--- config.mk ---
export PLATFORM = sky130hd
export DESIGN_NAME = hostPort
export DESIGN_NICKNAME = d
export VERILOG_FILES = /design/src/rtl/hostport_pkg.sv /design/src/rtl/hostPortCtrl.sv /design/src/rtl/hostPortRegs.sv /design/src/rtl/hostPort.sv
export SDC_FILE = /design/constraint.sdc
export NUM_CORES = 1
export LEC_CHECK = 0
export BUFFER_PORTS_ARGS = -buffer_cell sky130_fd_sc_hd__buf_2
export CORE_UTILIZATION = 49
export DETAILED_ROUTE_END_ITERATION = 8
export GPL_ROUTABILITY_DRIVEN = 0
export PLACE_DENSITY_LB_ADDON = 0.05
export RECOVER_POWER = 25
export SYNTH_ARGS = -nofsm -noshare
export SYNTH_HDL_FRONTEND = slang
export SYNTH_HIERARCHICAL = 1
export SYNTH_SLANG_ARGS = --single-unit
--- constraint.sdc ---
create_clock -name clk -period 2.2 [get_ports clk]
set_clock_uncertainty 0.1 [all_clocks]
set_input_delay 0.33 -clock clk [delete_from_list [all_inputs] [get_ports clk]]
set_output_delay 0.33 -clock clk [all_outputs]
set_load 0.005 [all_outputs]
--- src/rtl/hostport_pkg.sv ---
package hostport_pkg;
  // Strobes from the bus-cycle decoder to the register datapath
  typedef struct packed {
    logic loadAddr;  // take bus byte into the address latch
    logic doWrite;   // write bus byte into the addressed register
    logic driveBus;  // host is reading: enable the pads
  } ctrlStrobes_t;
endpackage

--- src/rtl/hostPortCtrl.sv ---
module hostPortCtrl
  import hostport_pkg::*;
(
  input  logic         clk,
  input  logic         rstN,
  input  logic         csN,
  input  logic         rdWr,
  input  logic         addrSel,
  output ctrlStrobes_t strobes
);
  // Set once a write has happened in the current select period
  logic wrDone;

  always_comb begin
    strobes.loadAddr = !csN && addrSel && !rdWr;
    strobes.doWrite  = !csN && !addrSel && !rdWr && !wrDone;
    strobes.driveBus = !csN && rdWr;
  end

  always_ff @(posedge clk or negedge rstN) begin
    if (!rstN)        wrDone <= 1'b0;
    else if (csN)     wrDone <= 1'b0;
    else if (strobes.doWrite) wrDone <= 1'b1;
  end
endmodule

--- src/rtl/hostPortRegs.sv ---
module hostPortRegs
  import hostport_pkg::*;
#(
  parameter int DATA_W    = 8,
  parameter int STD_W     = 4,
  parameter int NUM_RW    = 3,
  parameter int STAT_ADDR = 0,
  parameter int RW_BASE   = 1,
  parameter int DET_ADDR  = 4
) (
  input  logic                     clk,
  input  logic                     rstN,
  input  ctrlStrobes_t             strobes,
  input  logic [DATA_W-1:0]        busIn,
  input  logic [DATA_W-1:0]        statusIn,
  input  logic [STD_W-1:0]         detIn,
  output logic [DATA_W-1:0]        rdData,
  output logic [NUM_RW*DATA_W-1:0] rwFlat
);
  localparam logic [DATA_W-1:0] STAT_A = DATA_W'(STAT_ADDR);
  localparam logic [DATA_W-1:0] DET_A  = DATA_W'(DET_ADDR);
  localparam int PAD_W = DATA_W - STD_W;

  logic [DATA_W-1:0] addrQ;
  logic [DATA_W-1:0] rwReg [NUM_RW];

  always_ff @(posedge clk or negedge rstN) begin
    if (!rstN)                 addrQ <= '0;
    else if (strobes.loadAddr) addrQ <= busIn;
  end

  for (genvar i = 0; i < NUM_RW; i++) begin : g_rw
    localparam logic [DATA_W-1:0] MY_A = DATA_W'(RW_BASE + i);
    always_ff @(posedge clk or negedge rstN) begin
      if (!rstN)                                rwReg[i] <= '0;
      else if (strobes.doWrite && addrQ == MY_A) rwReg[i] <= busIn;
    end
    assign rwFlat[i*DATA_W +: DATA_W] = rwReg[i];
  end

  always_comb begin
    rdData = '0;
    if (addrQ == STAT_A) rdData = statusIn;
    if (addrQ == DET_A)  rdData = {{PAD_W{1'b0}}, detIn};
    for (int i = 0; i < NUM_RW; i++) begin
      if (addrQ == DATA_W'(RW_BASE + i)) rdData = rwReg[i];
    end
  end
endmodule

--- src/rtl/hostPort.sv ---
module hostPort
  import hostport_pkg::*;
#(
  parameter int DATA_W = 8,
  parameter int STD_W  = 4
) (
  input  logic              clk,
  input  logic              rstN,
  input  logic              csN,
  input  logic              rdWr,
  input  logic              addrSel,
  input  logic [DATA_W-1:0] busIn,
  output logic [DATA_W-1:0] busOut,
  output logic              busOe,
  input  logic [DATA_W-1:0] errFlagsIn,
  input  logic [STD_W-1:0]  stdDetIn,
  output logic [DATA_W-1:0] ovrValue,
  output logic [DATA_W-1:0] ovrMask,
  output logic [DATA_W-1:0] stdCtrl
);
  localparam int NUM_RW = 3;

  ctrlStrobes_t             strobes;
  logic [NUM_RW*DATA_W-1:0] rwFlat;

  hostPortCtrl ctrl_i (
    .clk(clk), .rstN(rstN), .csN(csN), .rdWr(rdWr),
    .addrSel(addrSel), .strobes(strobes)
  );

  hostPortRegs #(
    .DATA_W(DATA_W), .STD_W(STD_W), .NUM_RW(NUM_RW),
    .STAT_ADDR(0), .RW_BASE(1), .DET_ADDR(4)
  ) regs_i (
    .clk(clk), .rstN(rstN), .strobes(strobes), .busIn(busIn),
    .statusIn(errFlagsIn), .detIn(stdDetIn),
    .rdData(busOut), .rwFlat(rwFlat)
  );

  assign busOe    = strobes.driveBus;
  assign ovrValue = rwFlat[0*DATA_W +: DATA_W];
  assign ovrMask  = rwFlat[1*DATA_W +: DATA_W];
  assign stdCtrl  = rwFlat[2*DATA_W +: DATA_W];
endmodule

; ---- Word-level counts from Yosys, hierarchy flattened
; Cells that the tools add are included.
[op_classes]
n_eq_ne = 4
n_mux = 7
reduce_logical = 15
[ops]
columns = operator, count
row1 = $mux 8, 5
row2 = $eq 8x2->1 const B, 2
row3 = $logic_and 1x1->1, 9
row4 = $eq 8x1->1 const B, 1
row5 = $eq 8x3->1 const B, 1
row6 = $logic_not 8->1, 1
row7 = $logic_not 1->1, 4
row8 = $mux 1, 2
row9 = $reduce_bool 2->1, 1
[word_totals]
regBits = 33
input_bits = 25
output_inout_bits = 33
elab_cells = 31

; ---- Depth between registers and ports, before layout
[depth]
word_depth = 6
mapped_depth = 5
ltp_nobuf = 4

; ---- Hierarchy
; The synthesis kept the hierarchy.
[modules_own_cells]
columns = module, n_inst, cells_each, area_per_inst_um2, seq_area_each_um2
row1 = hostPortRegs, 1, 117, 1604.0, 800.8
row2 = hostPortCtrl, 1, 6, 67.6, 25.0

; ---- Worst setup path after synthesis
; No wires, ideal clock.
[synth_timing]
path_type = flip-flop to flip-flop
startpoint = reg regs_i.addrQ[2]
endpoint = reg regs_i.rwReg, in the netlist regs_i/rwFlat[16]
setup_time_ns = 0.125
t_arrival_ns = 1.826
required_ns = 1.975
setup_slack_ns = 0.149
stages_incl_launch_ff = 5
path_buffers = 1
synth_period_minus_slack_ns = 2.051
cell_sequence = dfrtp_1 > or4_4 > or4_4 > buf_6 > mux2_4
[synth_between]
elab_chain_len = 2
[synth_lines]
columns = item, line_no
row1 = from (decl), hostPortRegs.sv:24  ; logic [DATA_W-1:0] addrQ;
row2 = from (signal assigned), hostPortRegs.sv:29  ; else if (strobes.loadAddr) addrQ <= busIn;
row3 = $eq 8x2->1, hostPortRegs.sv:36  ; else if (strobes.doWrite && addrQ == MY_A) rwReg[i] <= busIn;
row4 = $logic_and 1x1->1, hostPortRegs.sv:36
row5 = "to (signal, indexed assignment)", hostPortRegs.sv:36
row6 = to (decl), hostPortRegs.sv:25  ; logic [DATA_W-1:0] rwReg [NUM_RW];
; Every way passes these cells.
; A chain may end at the register's enable or synchronous reset.

; ---- Final worst setup path
[layout_timing]
startpoint = reg regs_i.addrQ[0]
endpoint = out busOut[3]
[layout_between]
elab_chain_len = 6
word_cells_on_any_way = 10
cone_classes = eq/ne: 4 / mux: 5 / reduce/logical: 1
[layout_lines]
columns = item, line_no
row1 = $logic_not 8->1, hostPortRegs.sv:43  ; if (addrQ == STAT_A) rdData = statusIn;
row2 = $mux 8, hostPortRegs.sv:43
row3 = $mux 8, hostPortRegs.sv:44  ; if (addrQ == DET_A) rdData = {{PAD_W{1'b0}}, detIn};
row4 = $mux 8 (2 in series), hostPortRegs.sv:46  ; if (addrQ == DATA_W'(RW_BASE + i)) rdData = rwReg[i];
row5 = $mux 8 *, hostPortRegs.sv:46
row6 = to (decl), hostPort.sv:13  ; output logic [DATA_W-1:0] busOut,
; Mark *: on every way between the ends. The rest lies on a longest branch, timed or not.

==> metrics.txt <==
cell count after synthesis=123; Syn Std Cell Area=1672 µm²; DRT Pass-1 Iters=4; global route total overflow=0; Max Clk Rate=0.4457 GHz; CP required=1770 ps; die area=3649 µm²; Worst-path clk slew=100 ps; crit path time final=2244 ps; CP startpoint kind=flip-flop; Synth Register Bits=33; largest net degree at the start of global routing=34; IO Pins=58; port bufs=57; clock buffer depth=2; Area contributors post-synth=dfrtp_1, mux2_2, mux2_4; WL final=4.058 mm; Yosys cell types=26; switching power=429.3 µW; CTS tree=built; DRC Markers=0; standard-cell rows=20; CTS root buf=clkbuf_4; critical-path maximum fanout=4; overall routing resource usage=24.85%; Tot Pwr=1.496 mW; Lkg Pwr=1.184 nW; vias in the first global route=1,273; RSZ-0062 raised after global routing=yes; Reg power frac=48.8%; HPWL after detailed placement=2.848 mm; sw frac=28.69%; Die Y=60.41 µm; DRT antenna net count=0; VDD IR max=0.0004779 V; first-pass GRT wire length=6.299 mm; die width=60.41 µm; Yosys top cell by area=dfrtp_1; Combinational Power Share=24.7%; normalized max-slew margin=45.70%; hold_ws=139.3 ps; final period utilization=102.0%; fin worst setup slack=-43.55 ps; number of vias per cell=5.483; synth warn=6; outcome=finished, violations left; CORE AREA=3153 µm²; htree depth=2; commonest cells after routing, fill and taps aside=buf_2, dfrtp_1, mux2_2; max-cap violations=0; Hold Crit Class=input port to flip-flop; Post-Syn Area per Cell=13.59 µm²; Int Pwr=1.067 mW; final-report max-slew violation count=0; clk_lat worst skew=340 ps; violated checks=negative setup slack; final hold vios=0; Routed met2 length=1.984 mm; WL/cell=16.77 µm; Post-Syn Nets=148; share of layout cells above drive strength 1=63.13%; fin nets=222; kind of critical path=flip-flop to primary output; Clk pwr share=26.4%; top cell type's share of synthesized area=49.40%; setup_tns=-122.2 ps; area delta synth->final=32.19%; diodes inserted=0; Starting DRT DRC Count=40; top layer in use=met4; Routed met3 length=189 µm; M1 WL=1.832 mm; Pwr Density=677.1 nW/µm²; Clock Sinks=33; Setup crit end kind=primary output; CP arrival=1810 ps; Final setup violation count=5; Initial Util=53.02%; vias=1,327; Least-Margin Pin Slew=814.5 ps; initial antenna violation count=0; sequential area share after synthesis=49.40%; total CTS buffers=5; commonest non-fill, non-tap cell in the layout=buf_2
-- power by group through the flow --
stage               sequential, mW  clock (mW)  combinational, mW
finish                       0.731       0.396              0.370
global route                 0.741       0.439              0.402
global placement             0.740           0              0.319
floorplan                    0.730           0              0.198
detailed placement           0.747           0              0.327
CTS                          0.730       0.411              0.366
-- critical path, cell delays in order (launching register included) --
cell and delay (ps):
dfrtp_2 450, mux2_2 350, a221o_1 290, a32o_1 250, buf_2 120
-- metal layers --
layer | vias to the layer above | global-route usage [%]
li1 | 617 | -
met1 | 667 | 31.88
met2 | 37 | 41.29
met3 | 6 | 6.397
met4 | 0 | 7.973
met5 | - | 0
-- path summary, 6_finish.rpt --
check	cells after the start	startpoint	slack, ps	end
min in group asynchronous	2	rstN	490	regs_i/rwFlat[1]
worst min register to register	1	regs_i/rwFlat[0]	430	regs_i/rwFlat[0]
max in group asynchronous	2	rstN	950	regs_i/addrQ[0]
worst min-delay path	3	busIn[0]	140	regs_i/addrQ[0]
worst max register to register	3	regs_i/addrQ[2]	100	regs_i/rwFlat[21]
worst max-delay path	4	regs_i/addrQ[0]	-40	busOut[3]
-- flip-flops by register name (all words and copies together) (netlist names) --
name	cells
regs_i/rwFlat	24
regs_i/addrQ	8
ctrl_i/wrDone	1
-- cell families (layout without fill, tap and decap cells) --
family | after synthesis | after routing | synth area share [%]
AOI/OAI and AO/OA | 15 | 15 | 7.335
and+or+nand+nor | 27 | 27 | 10.93
DFF | 33 | 33 | 49.40
buffers and inverters | 11 | 86 | 2.919
muxes | 37 | 37 | 29.42
-- repair_timing --
| item | in CTS | in global routing |
|---|---|---|
| buffers inserted | 4 | 0 |
| pin swaps | 3 | 1 |
| endpoints found under the hold margin | 33 | 0 |
| endpoints found under the setup margin | 8 | 8 |
| hold buffers | 1 | 0 |
| gates resized for setup | 8 | 3 |
-- area by class of cell --
| type | count | area, µm² |
|---|---|---|
| Clock buffer | 7 | 65.06 |
| Clock inverter | 1 | 5.005 |
| Fill cell | 253 | 943.4 |
| Inverter | 6 | 22.52 |
| Multi-Input combinational cell | 79 | 815.8 |
| Sequential cell | 33 | 827.0 |
| Tap cell | 44 | 55.05 |
| Timing Repair Buffer | 72 | 419.2 |
-- cells in the mapped netlist --
| master | instances |
|---|---|
| a211o_1 | 2 |
| a221o_1 | 3 |
| a32o_1 | 4 |
| and2b_2 | 1 |
| and3_1 | 4 |
| and4bb_2 | 1 |
| buf_6 | 1 |
| clkbuf_1 | 4 |
| dfrtp_1 | 33 |
| inv_1 | 6 |
| mux2_2 | 25 |
| mux2_4 | 8 |
| mux4_2 | 4 |
| nand2_1 | 3 |
| nand4_1 | 2 |
| nor2_1 | 3 |
| nor2b_1 | 2 |
| nor3_1 | 1 |
| nor3b_1 | 1 |
| nor4_1 | 2 |
| nor4_2 | 1 |
| nor4bb_1 | 1 |
| o21ai_0 | 5 |
| o21ba_1 | 1 |
| or2_2 | 3 |
| or4_4 | 2 |
-- stage by stage --
stage	worst slack (ps)	area [µm²]	util, %	cells
after floorplan	148.7	1672	-	123
after global placement	103.4	2061	65.36	229
after detailed placement	88.56	2061	65.36	229
after CTS	-55.51	2201	69.80	242
after global routing	-112.0	2210	70.08	242
final	-43.55	2210	70.08	242
Power figures use the tool's default switching activity.
